$ cat src/rtl/tmr8_pkg.sv
package tmr8_pkg;

    typedef enum logic {
        EDGE_LOW  = 1'b0,
        EDGE_HIGH = 1'b1
    } edge_st_t;

endpackage

$ cat src/rtl/tmr8_edge.sv
module tmr8_edge
    import tmr8_pkg::*;
#(
    parameter int SYNC_STAGES = 2
) (
    input  logic clk,
    input  logic rst_n,
    input  logic pin,
    output logic rise
);
    logic [SYNC_STAGES-1:0] sync_q;
    logic                   lvl;
    edge_st_t               state, state_nxt;

    generate
        if (SYNC_STAGES == 1) begin : g_one
            always_ff @(posedge clk or negedge rst_n) begin
                if (!rst_n) sync_q <= '0;
                else        sync_q <= pin;
            end
        end else begin : g_chain
            always_ff @(posedge clk or negedge rst_n) begin
                if (!rst_n) sync_q <= '0;
                else        sync_q <= {sync_q[SYNC_STAGES-2:0], pin};
            end
        end
    endgenerate

    assign lvl = sync_q[SYNC_STAGES-1];

    always_ff @(posedge clk or negedge rst_n) begin
        if (!rst_n) state <= EDGE_LOW;
        else        state <= state_nxt;
    end

    always_comb begin
        state_nxt = state;
        rise      = 1'b0;
        unique case (state)
            EDGE_LOW: begin
                if (lvl) begin
                    state_nxt = EDGE_HIGH;
                    rise      = 1'b1;
                end
            end
            EDGE_HIGH: begin
                if (!lvl) state_nxt = EDGE_LOW;
            end
        endcase
    end

    // a tick marks an edge, so it cannot repeat on the next cycle
    p_single_tick_r3: assert property (@(posedge clk) disable iff (!rst_n)
        rise |=> !rise);
    p_state_tracks_r3: assert property (@(posedge clk) disable iff (!rst_n)
        rise |=> (state == EDGE_HIGH));

endmodule

$ cat src/rtl/tmr8_prescale.sv
module tmr8_prescale #(
    parameter int SEL_W = 4,
    parameter int PS_W  = 8
) (
    input  logic             clk,
    input  logic             rst_n,
    input  logic             tick,
    input  logic             stop,
    input  logic [SEL_W-1:0] sel,
    output logic             pulse
);
    localparam logic [PS_W:0] ONE = {{PS_W{1'b0}}, 1'b1};

    logic [PS_W-1:0]  pscnt;
    logic [PS_W-1:0]  limit;
    logic [PS_W:0]    span;
    logic [SEL_W-1:0] sel_q;
    logic             sel_chg;
    logic             adv;

    always_comb begin
        span = (ONE << sel) - ONE;
        if (int'(sel) >= PS_W) limit = '1;
        else                   limit = span[PS_W-1:0];
    end

    assign sel_chg = (sel != sel_q);
    assign adv     = tick && !stop && !sel_chg;
    assign pulse   = adv && (pscnt == limit);

    always_ff @(posedge clk or negedge rst_n) begin
        if (!rst_n) begin
            pscnt <= '0;
            sel_q <= '0;
        end else begin
            sel_q <= sel;
            if (sel_chg)    pscnt <= '0;
            else if (pulse) pscnt <= '0;
            else if (adv)   pscnt <= pscnt + 1'b1;
        end
    end

    // a new code starts the interval from zero
    p_restart_r8: assert property (@(posedge clk) disable iff (!rst_n)
        sel_chg |=> (pscnt == '0));
    // held while stopped
    p_frozen_r6: assert property (@(posedge clk) disable iff (!rst_n)
        (stop && !sel_chg) |=> $stable(pscnt));
    // the partial interval never passes the selected ratio
    p_bound_r4: assert property (@(posedge clk) disable iff (!rst_n)
        !sel_chg |-> (pscnt <= limit));

endmodule

$ cat src/rtl/tmr8_count.sv
module tmr8_count #(
    parameter int CNT_W = 8
) (
    input  logic             clk,
    input  logic             rst_n,
    input  logic             step,
    input  logic             clr_wr,
    input  logic             clr_data,
    output logic [CNT_W-1:0] count,
    output logic             flag
);
    logic wrap;
    logic clr_req;

    assign wrap    = step && (count == '1);
    assign clr_req = clr_wr && !clr_data;

    always_ff @(posedge clk or negedge rst_n) begin
        if (!rst_n) begin
            count <= '0;
            flag  <= 1'b0;
        end else begin
            if (step)         count <= count + 1'b1;
            if (wrap)         flag  <= 1'b1;
            else if (clr_req) flag  <= 1'b0;
        end
    end

    p_inc_r5: assert property (@(posedge clk) disable iff (!rst_n)
        step |=> (count == $past(count) + 1'b1));
    p_hold_r6: assert property (@(posedge clk) disable iff (!rst_n)
        !step |=> $stable(count));
    p_flag_set_r5: assert property (@(posedge clk) disable iff (!rst_n)
        (step && count == '1) |=> flag);
    p_flag_clear_r7: assert property (@(posedge clk) disable iff (!rst_n)
        (clr_req && !wrap) |=> !flag);
    p_flag_keep_r7: assert property (@(posedge clk) disable iff (!rst_n)
        (flag && !clr_req) |=> flag);

endmodule

$ cat src/rtl/tick_timer8.sv
module tick_timer8 #(
    parameter int CNT_W       = 8,
    parameter int SEL_W       = 4,
    parameter int SYNC_STAGES = 2
) (
    input  logic             clk,
    input  logic             rst_n,
    input  logic             src_ext,
    input  logic             ext_pin,
    input  logic [SEL_W-1:0] psc_code,
    input  logic             stop,
    input  logic             flag_wr,
    input  logic             flag_wdata,
    output logic [CNT_W-1:0] count,
    output logic             ovf_flag
);
    localparam int PS_W = CNT_W;

    logic half_q;
    logic ext_rise;
    logic src_tick;
    logic step;

    always_ff @(posedge clk or negedge rst_n) begin
        if (!rst_n) half_q <= 1'b0;
        else        half_q <= ~half_q;
    end

    tmr8_edge #(.SYNC_STAGES(SYNC_STAGES)) u_edge (
        .clk  (clk),
        .rst_n(rst_n),
        .pin  (ext_pin),
        .rise (ext_rise)
    );

    assign src_tick = src_ext ? ext_rise : half_q;

    tmr8_prescale #(.SEL_W(SEL_W), .PS_W(PS_W)) u_psc (
        .clk  (clk),
        .rst_n(rst_n),
        .tick (src_tick),
        .stop (stop),
        .sel  (psc_code),
        .pulse(step)
    );

    tmr8_count #(.CNT_W(CNT_W)) u_cnt (
        .clk     (clk),
        .rst_n   (rst_n),
        .step    (step),
        .clr_wr  (flag_wr),
        .clr_data(flag_wdata),
        .count   (count),
        .flag    (ovf_flag)
    );

    // the internal source never ticks on two edges in a row
    p_half_rate_r2: assert property (@(posedge clk) disable iff (!rst_n)
        (!src_ext && src_tick) |=> !half_q);
    // a stopped timer does not move the count
    p_stop_count_r6: assert property (@(posedge clk) disable iff (!rst_n)
        stop |=> $stable(count));

endmodule

$ cat config.mk
export PLATFORM = sky130hd
export DESIGN_NAME = tick_timer8
export DESIGN_NICKNAME = d
export VERILOG_FILES = /design/src/rtl/tmr8_pkg.sv /design/src/rtl/tmr8_edge.sv /design/src/rtl/tmr8_prescale.sv /design/src/rtl/tmr8_count.sv /design/src/rtl/tick_timer8.sv
export SDC_FILE = /design/constraint.sdc
export NUM_CORES = 1
export LEC_CHECK = 0
export BUFFER_PORTS_ARGS = -buffer_cell sky130_fd_sc_hd__buf_4
export CORE_UTILIZATION = 35
export DETAILED_ROUTE_END_ITERATION = 12
export PLACE_DENSITY = 0.65
export SLEW_MARGIN = 20
export SYNTH_ARGS = -nofsm -noshare
export SYNTH_HDL_FRONTEND = slang
export SYNTH_SLANG_ARGS = --single-unit
$ cat constraint.sdc
create_clock -name clk -period 2.05 [get_ports clk]
set_clock_uncertainty 0.2 [all_clocks]
set_input_delay 0.41 -clock clk [delete_from_list [all_inputs] [get_ports clk]]
set_output_delay 0.41 -clock clk [all_outputs]
set_load 0.1 [all_outputs]
== Yosys cells after proc, flatten, opt, wreduce, memory -nomap -nowiden ==
Index checks and enable logic that the tools add are counted.
Storage, ports and cells
  register bits: 25
  logic and storage cells: 35
Operators by class
  eq/ne operators: 3
  order comparisons: 1
  reduce and logical (&&, ||, !) cells: 10
  add/sub/neg operators: 3
  shift operators: 1
  bitwise logic cells: 1
  mux-type cells: 9
Operators by type and width (number)
  $mux 8: 4
  $add 8x1->8 const B: 2
  $eq 8x8->1: 1
  $eq 8x8->1 const B: 1
  $shl 1x4->8 const A: 1
  $sub 8x1->8 const B: 1
  $logic_and 1x1->1: 5
  $mux 1: 5
  $ge 4x4->1 const B: 1
  $ne 4x4->1: 1
  $logic_not 1->1: 3
  $reduce_bool 3->1: 1
  $reduce_bool 2->1: 1
  $not 1->1: 1

== Depth between registers and ports, before layout ==
  word-level depth: 8
  gate-level depth with buffers: 11
  depth with buffers taken out: 9

== By module ==
A second synthesis with hierarchy kept.
Unflattened totals
  cells, all modules: 134
  area total of the unflattened synthesis: 1377.6 um2
Modules (own cells, without submodules)
  tmr8_prescale: area an instance 858.3 um2, instances 1, cells each 94
  tmr8_count: area an instance 386.6 um2, instances 1, cells each 33
  tmr8_edge: area an instance 88.8 um2, instances 1, cells each 4
  tick_timer8: area an instance 43.8 um2, instances 1, cells each 3

== Least setup slack after synthesis ==
Ideal clock, no wire load.
  kind: input-to-reg
  start: in psc_code[2]
  end: reg u_cnt.count[1]
  slack: -0.760 ns
  stages on the path: 9
  data required time: 1.722 ns
  path buffers: 1
  data arrival time: 2.481 ns
  cells stage by stage: buf_4 nor2_1 nand3b_1 ha_1 a221oi_1 a21oi_1 nor4b_4 and3_2 mux2_1
On the way
  cells in the longest elaborated chain, start to end: 5
  elaborated cells on any way between the ends: 9
  classes of those cells: 1 x add/sub; 1 x order compare; 2 x eq/ne; 1 x shift; 1 x mux; 3 x reduce/logical
Ends and longest elaborated chain
  start, declared: line tick_timer8.sv:10  | input logic [SEL_W-1:0] psc_code,
  $shl 1x4->8: line tmr8_prescale.sv:22  | span = (ONE << sel) - ONE;
  $sub 8x1->8: line tmr8_prescale.sv:22
  $mux 8: line tmr8_prescale.sv:23  | if (int'(sel) >= PS_W) limit = '1;
  $eq 8x8->1: line tmr8_prescale.sv:29  | assign pulse = adv && (pscnt == limit);
  $logic_and 1x1->1 *: line tmr8_prescale.sv:29
  end signal, assigned: line tmr8_count.sv:23  | if (step) count <= count + 1'b1;
  end, declared: line tmr8_count.sv:9  | output logic [CNT_W-1:0] count,
Every way passes the cells marked *; elsewhere a longest branch is shown, timed or not.
A chain may end at the register's enable or synchronous reset.

== Worst setup path in the final report ==
  start: in psc_code[3]
  end: reg u_psc.pscnt[7]
On the way
  cells in the longest elaborated chain, start to end: 7
  elaborated cells on any way between the ends: 12
  classes of those cells: 1 x add/sub; 1 x order compare; 2 x eq/ne; 1 x shift; 3 x mux; 4 x reduce/logical
Ends and longest elaborated chain
  $shl 1x4->8: line tmr8_prescale.sv:22
  $sub 8x1->8: line tmr8_prescale.sv:22
  $mux 8: line tmr8_prescale.sv:23
  $eq 8x8->1: line tmr8_prescale.sv:29
  $logic_and 1x1->1: line tmr8_prescale.sv:29
  $mux 8: line tmr8_prescale.sv:38  | else if (pulse) pscnt <= '0;
  $mux 8: line tmr8_prescale.sv:37  | if (sel_chg) pscnt <= '0;
  end signal, assigned: line tmr8_prescale.sv:39  | else if (adv) pscnt <= pscnt + 1'b1;
  end, declared: line tmr8_prescale.sv:14  | logic [PS_W-1:0] pscnt;
Several ways; a longest one is shown, not always the timed one.

==> impl_metrics.json <==
{
  "fin_crit_sh_pct": 116,
  "cts_tree": "done",
  "grt_max_degree": 26,
  "regArea_sq_um": 626,
  "layout_commonest_cell": "buf_4",
  "final_cell_mix": "buf_4, dfrtp_1, xnor2_1, nand2_1, nand3_1",
  "fillers": 350,
  "synth_seq_area_share_pct": 41.7,
  "synth_seq_cells": 25,
  "syn_avg_cell_area_sq_um": 10.5,
  "core-area_sq_um": 4060,
  "crit_fanout": 7,
  "grt_pass1_vias": 1264,
  "cp-end-kind": "flip-flop",
  "power_density_nw_per_um2": 459,
  "failed_checks": "setup timing",
  "hold_path_class": "in -> reg",
  "dieArea_sq_um": 4550,
  "setup.worst_path.class": "in -> reg",
  "io_buffers": 19,
  "routabilityCongestion": 0.820,
  "critPathMaxStageDelay_ps": 350,
  "drt_iter0_markers": 77,
  "setup_ws_ps": -327,
  "final_nets": 199,
  "timing.slew.headroom_pct": 75.8,
  "cts-root-buf": "clkbuf_8",
  "overflow": 0,
  "setup_viol": 17,
  "first_pass_iters": 4,
  "grt_setup_unrepaired": "yes",
  "ir_worst_vdd_uv": 415,
  "netlist_instances": 143,
  "ys.flop_type": "dfrtp_1",
  "ant_nets": 0,
  "syn_to_final_growth_pct": 39.2,
  "worst-path-buf-inv": 2,
  "cp_top_family": "simple AND/OR/NAND/NOR gates",
  "synth_cell_types": 44,
  "htreeDepth": 1,
  "power_mw": 0.959,
  "max_clock_freq_ghz": 0.421,
  "outcome": "finished, violations left",
  "crit_slowest_cell": "nor4b_4",
  "cts.clk_slew.worst_paths_ps": 100,
  "insertion_delay_ps": 280,
  "vias_per_cell": 5.29,
  "antenna_cells": 0,
  "tightest_slew_ps": 360,
  "die_w_um": 67.5,
  "grt_pass1_wl_um": 5790,
  "io_pins": 20,
  "setup_tns_ps": -4380,
  "multi_input_area_sq_um": 925,
  "start_util_pct": 37.0,
  "power_leakage_nw": 0.940,
  "layout-drive-gt1-share_pct": 45.7,
  "hold_viol": 0,
  "synth_edf_count": 0,
  "ys_async_sr_fraction_pct": 100,
  "rows": 23,
  "antenna_found_initial": 0,
  "post-dp-hpwl_um": 2550,
  "maxCapViolCount": 0,
  "clkSinkCount": 25,
  "numCtsBuffers": 3,
  "netlist_area_sq_um": 1500,
  "drc_errors": 0,
  "critPathLaunchType": "primary input",
  "via_count": 1239,
  "clockBufferDepth": 2,
  "grtUsageTotal_pct": 17.3,
  "drv_slew": 0,
  "period_needed_ps": 2380,
  "synth_nets": 157,
  "wl_per_cell_um": 14.9,
  "routed_wl_um": 3480,
  "crit_chain": "buf_8 -> nor2_4 -> nand3b_1 -> ha_4 -> nor2b_4 -> mux2i_1 -> xor2_1 -> nor4b_4 -> buf_6 -> a21oi_4 -> a221o_2",
  "crit_required_ps": 2010,
  "die_y_um": 67.5,
  "yosysWarningCount": 0,
  "arrival_ps": 2340
}
cell families (layout without fill, tap and decap cells):
group | Yosys count | after routing | share of synthesized area (%)
multiplexers | 4 | 4 | 2.92
XOR/XNOR | 14 | 14 | 8.17
AO/OA/AOI/OAI | 28 | 28 | 15.5
flip-flops | 25 | 25 | 41.7
AND/OR/NAND/NOR | 56 | 56 | 23.0
buffers and inverters | 13 | 54 | 6.17
adder cells (fa/ha/maj) | 3 | 3 | 2.50
routing by layer:
| layer | track usage, % | part of all wire (%) | up-vias |
|---|---|---|---|
| li1 | - | - | 597 |
| met1 | 19.6 | 42 | 603 |
| met2 | 31.4 | 52 | 33 |
| met3 | 4.39 | 4.1 | 6 |
| met4 | 5.05 | 1.4 | 0 |
| met5 | 0 | 0 | - |
final cells by class:
type / instances / share of cell area [%]
flip-flops and latches: 25 / 30.0
well taps: 50 / 3.00
clock buffers: 3 / 1.98
clock inverters: 1 / 0.359
inverters: 3 / 0.539
repair buffers: 47 / 19.9
multi-input cells: 105 / 44.3
cells in the mapped netlist (5+ instances only):
master / n / area, sq um
a21o_1: 5 / 37.5
nand3_1: 8 / 40.0
xnor2_1: 11 / 96.3
and3_2: 5 / 37.5
nand2b_1: 5 / 31.3
nand2_1: 10 / 37.5
a221oi_1: 5 / 43.8
nor2_1: 7 / 26.3
dfrtp_1: 25 / 626
nand4_1: 6 / 37.5
stage by stage:
stage | cells | instance area, sq um | hold WS [ps] | util [%] | worst slack [ps]
floorplan | 143 | 1580 | -85.6 | - | -573
global placement | 226 | 1890 | 127 | 46.5 | -577
detailed placement | 226 | 1890 | 136 | 46.5 | -654
CTS | 234 | 2060 | 21.5 | 50.9 | -302
global route | 234 | 2090 | 9.03 | 51.5 | -406
finish | 234 | 2090 | 29.4 | 51.5 | -327
repair_timing:
| action | in CTS | in global routing |
|---|---|---|
| setup buffers | 3 | 0 |
| resized for setup | 14 | 4 |
| hold endpoints to repair | 25 | 0 |
| hold buffers | 1 | 0 |
| pin swaps | 10 | 5 |
| cloned | 0 | 0 |
| setup endpoints to repair | 17 | 17 |
report_power, final:
part           internal (mW)  total, mW  switching (mW)
logic                 0.0756      0.146          0.0701
registers              0.500      0.503         0.00294
clock network          0.138      0.310           0.172
state kept, by name, indices dropped and copies added, names as in the netlist:
register and count:
u_edge.state 1, u_cnt.count 8, u_psc.sel_q 4, u_edge.sync_q 2, half_q 1, u_psc.pscnt 8
u_cnt.flag 1
final timing paths:
check | start | end | slack, ps | depth (start not counted)
setup / recovery | psc_code[3] | u_psc.pscnt[7] | -330 | 11
hold / removal | ext_pin | u_edge.sync_q[0] | 30 | 1
setup reg to reg | u_psc.pscnt[1] | u_psc.pscnt[7] | -50 | 6
hold reg to reg | u_edge.sync_q[0] | u_edge.sync_q[1] | 160 | 0
max in group asynchronous | rst_n | u_psc.pscnt[2] | 1030 | 2
min in group asynchronous | rst_n | u_cnt.count[6] | 370 | 2
Note: power is estimated with default switching activity, not from simulation.
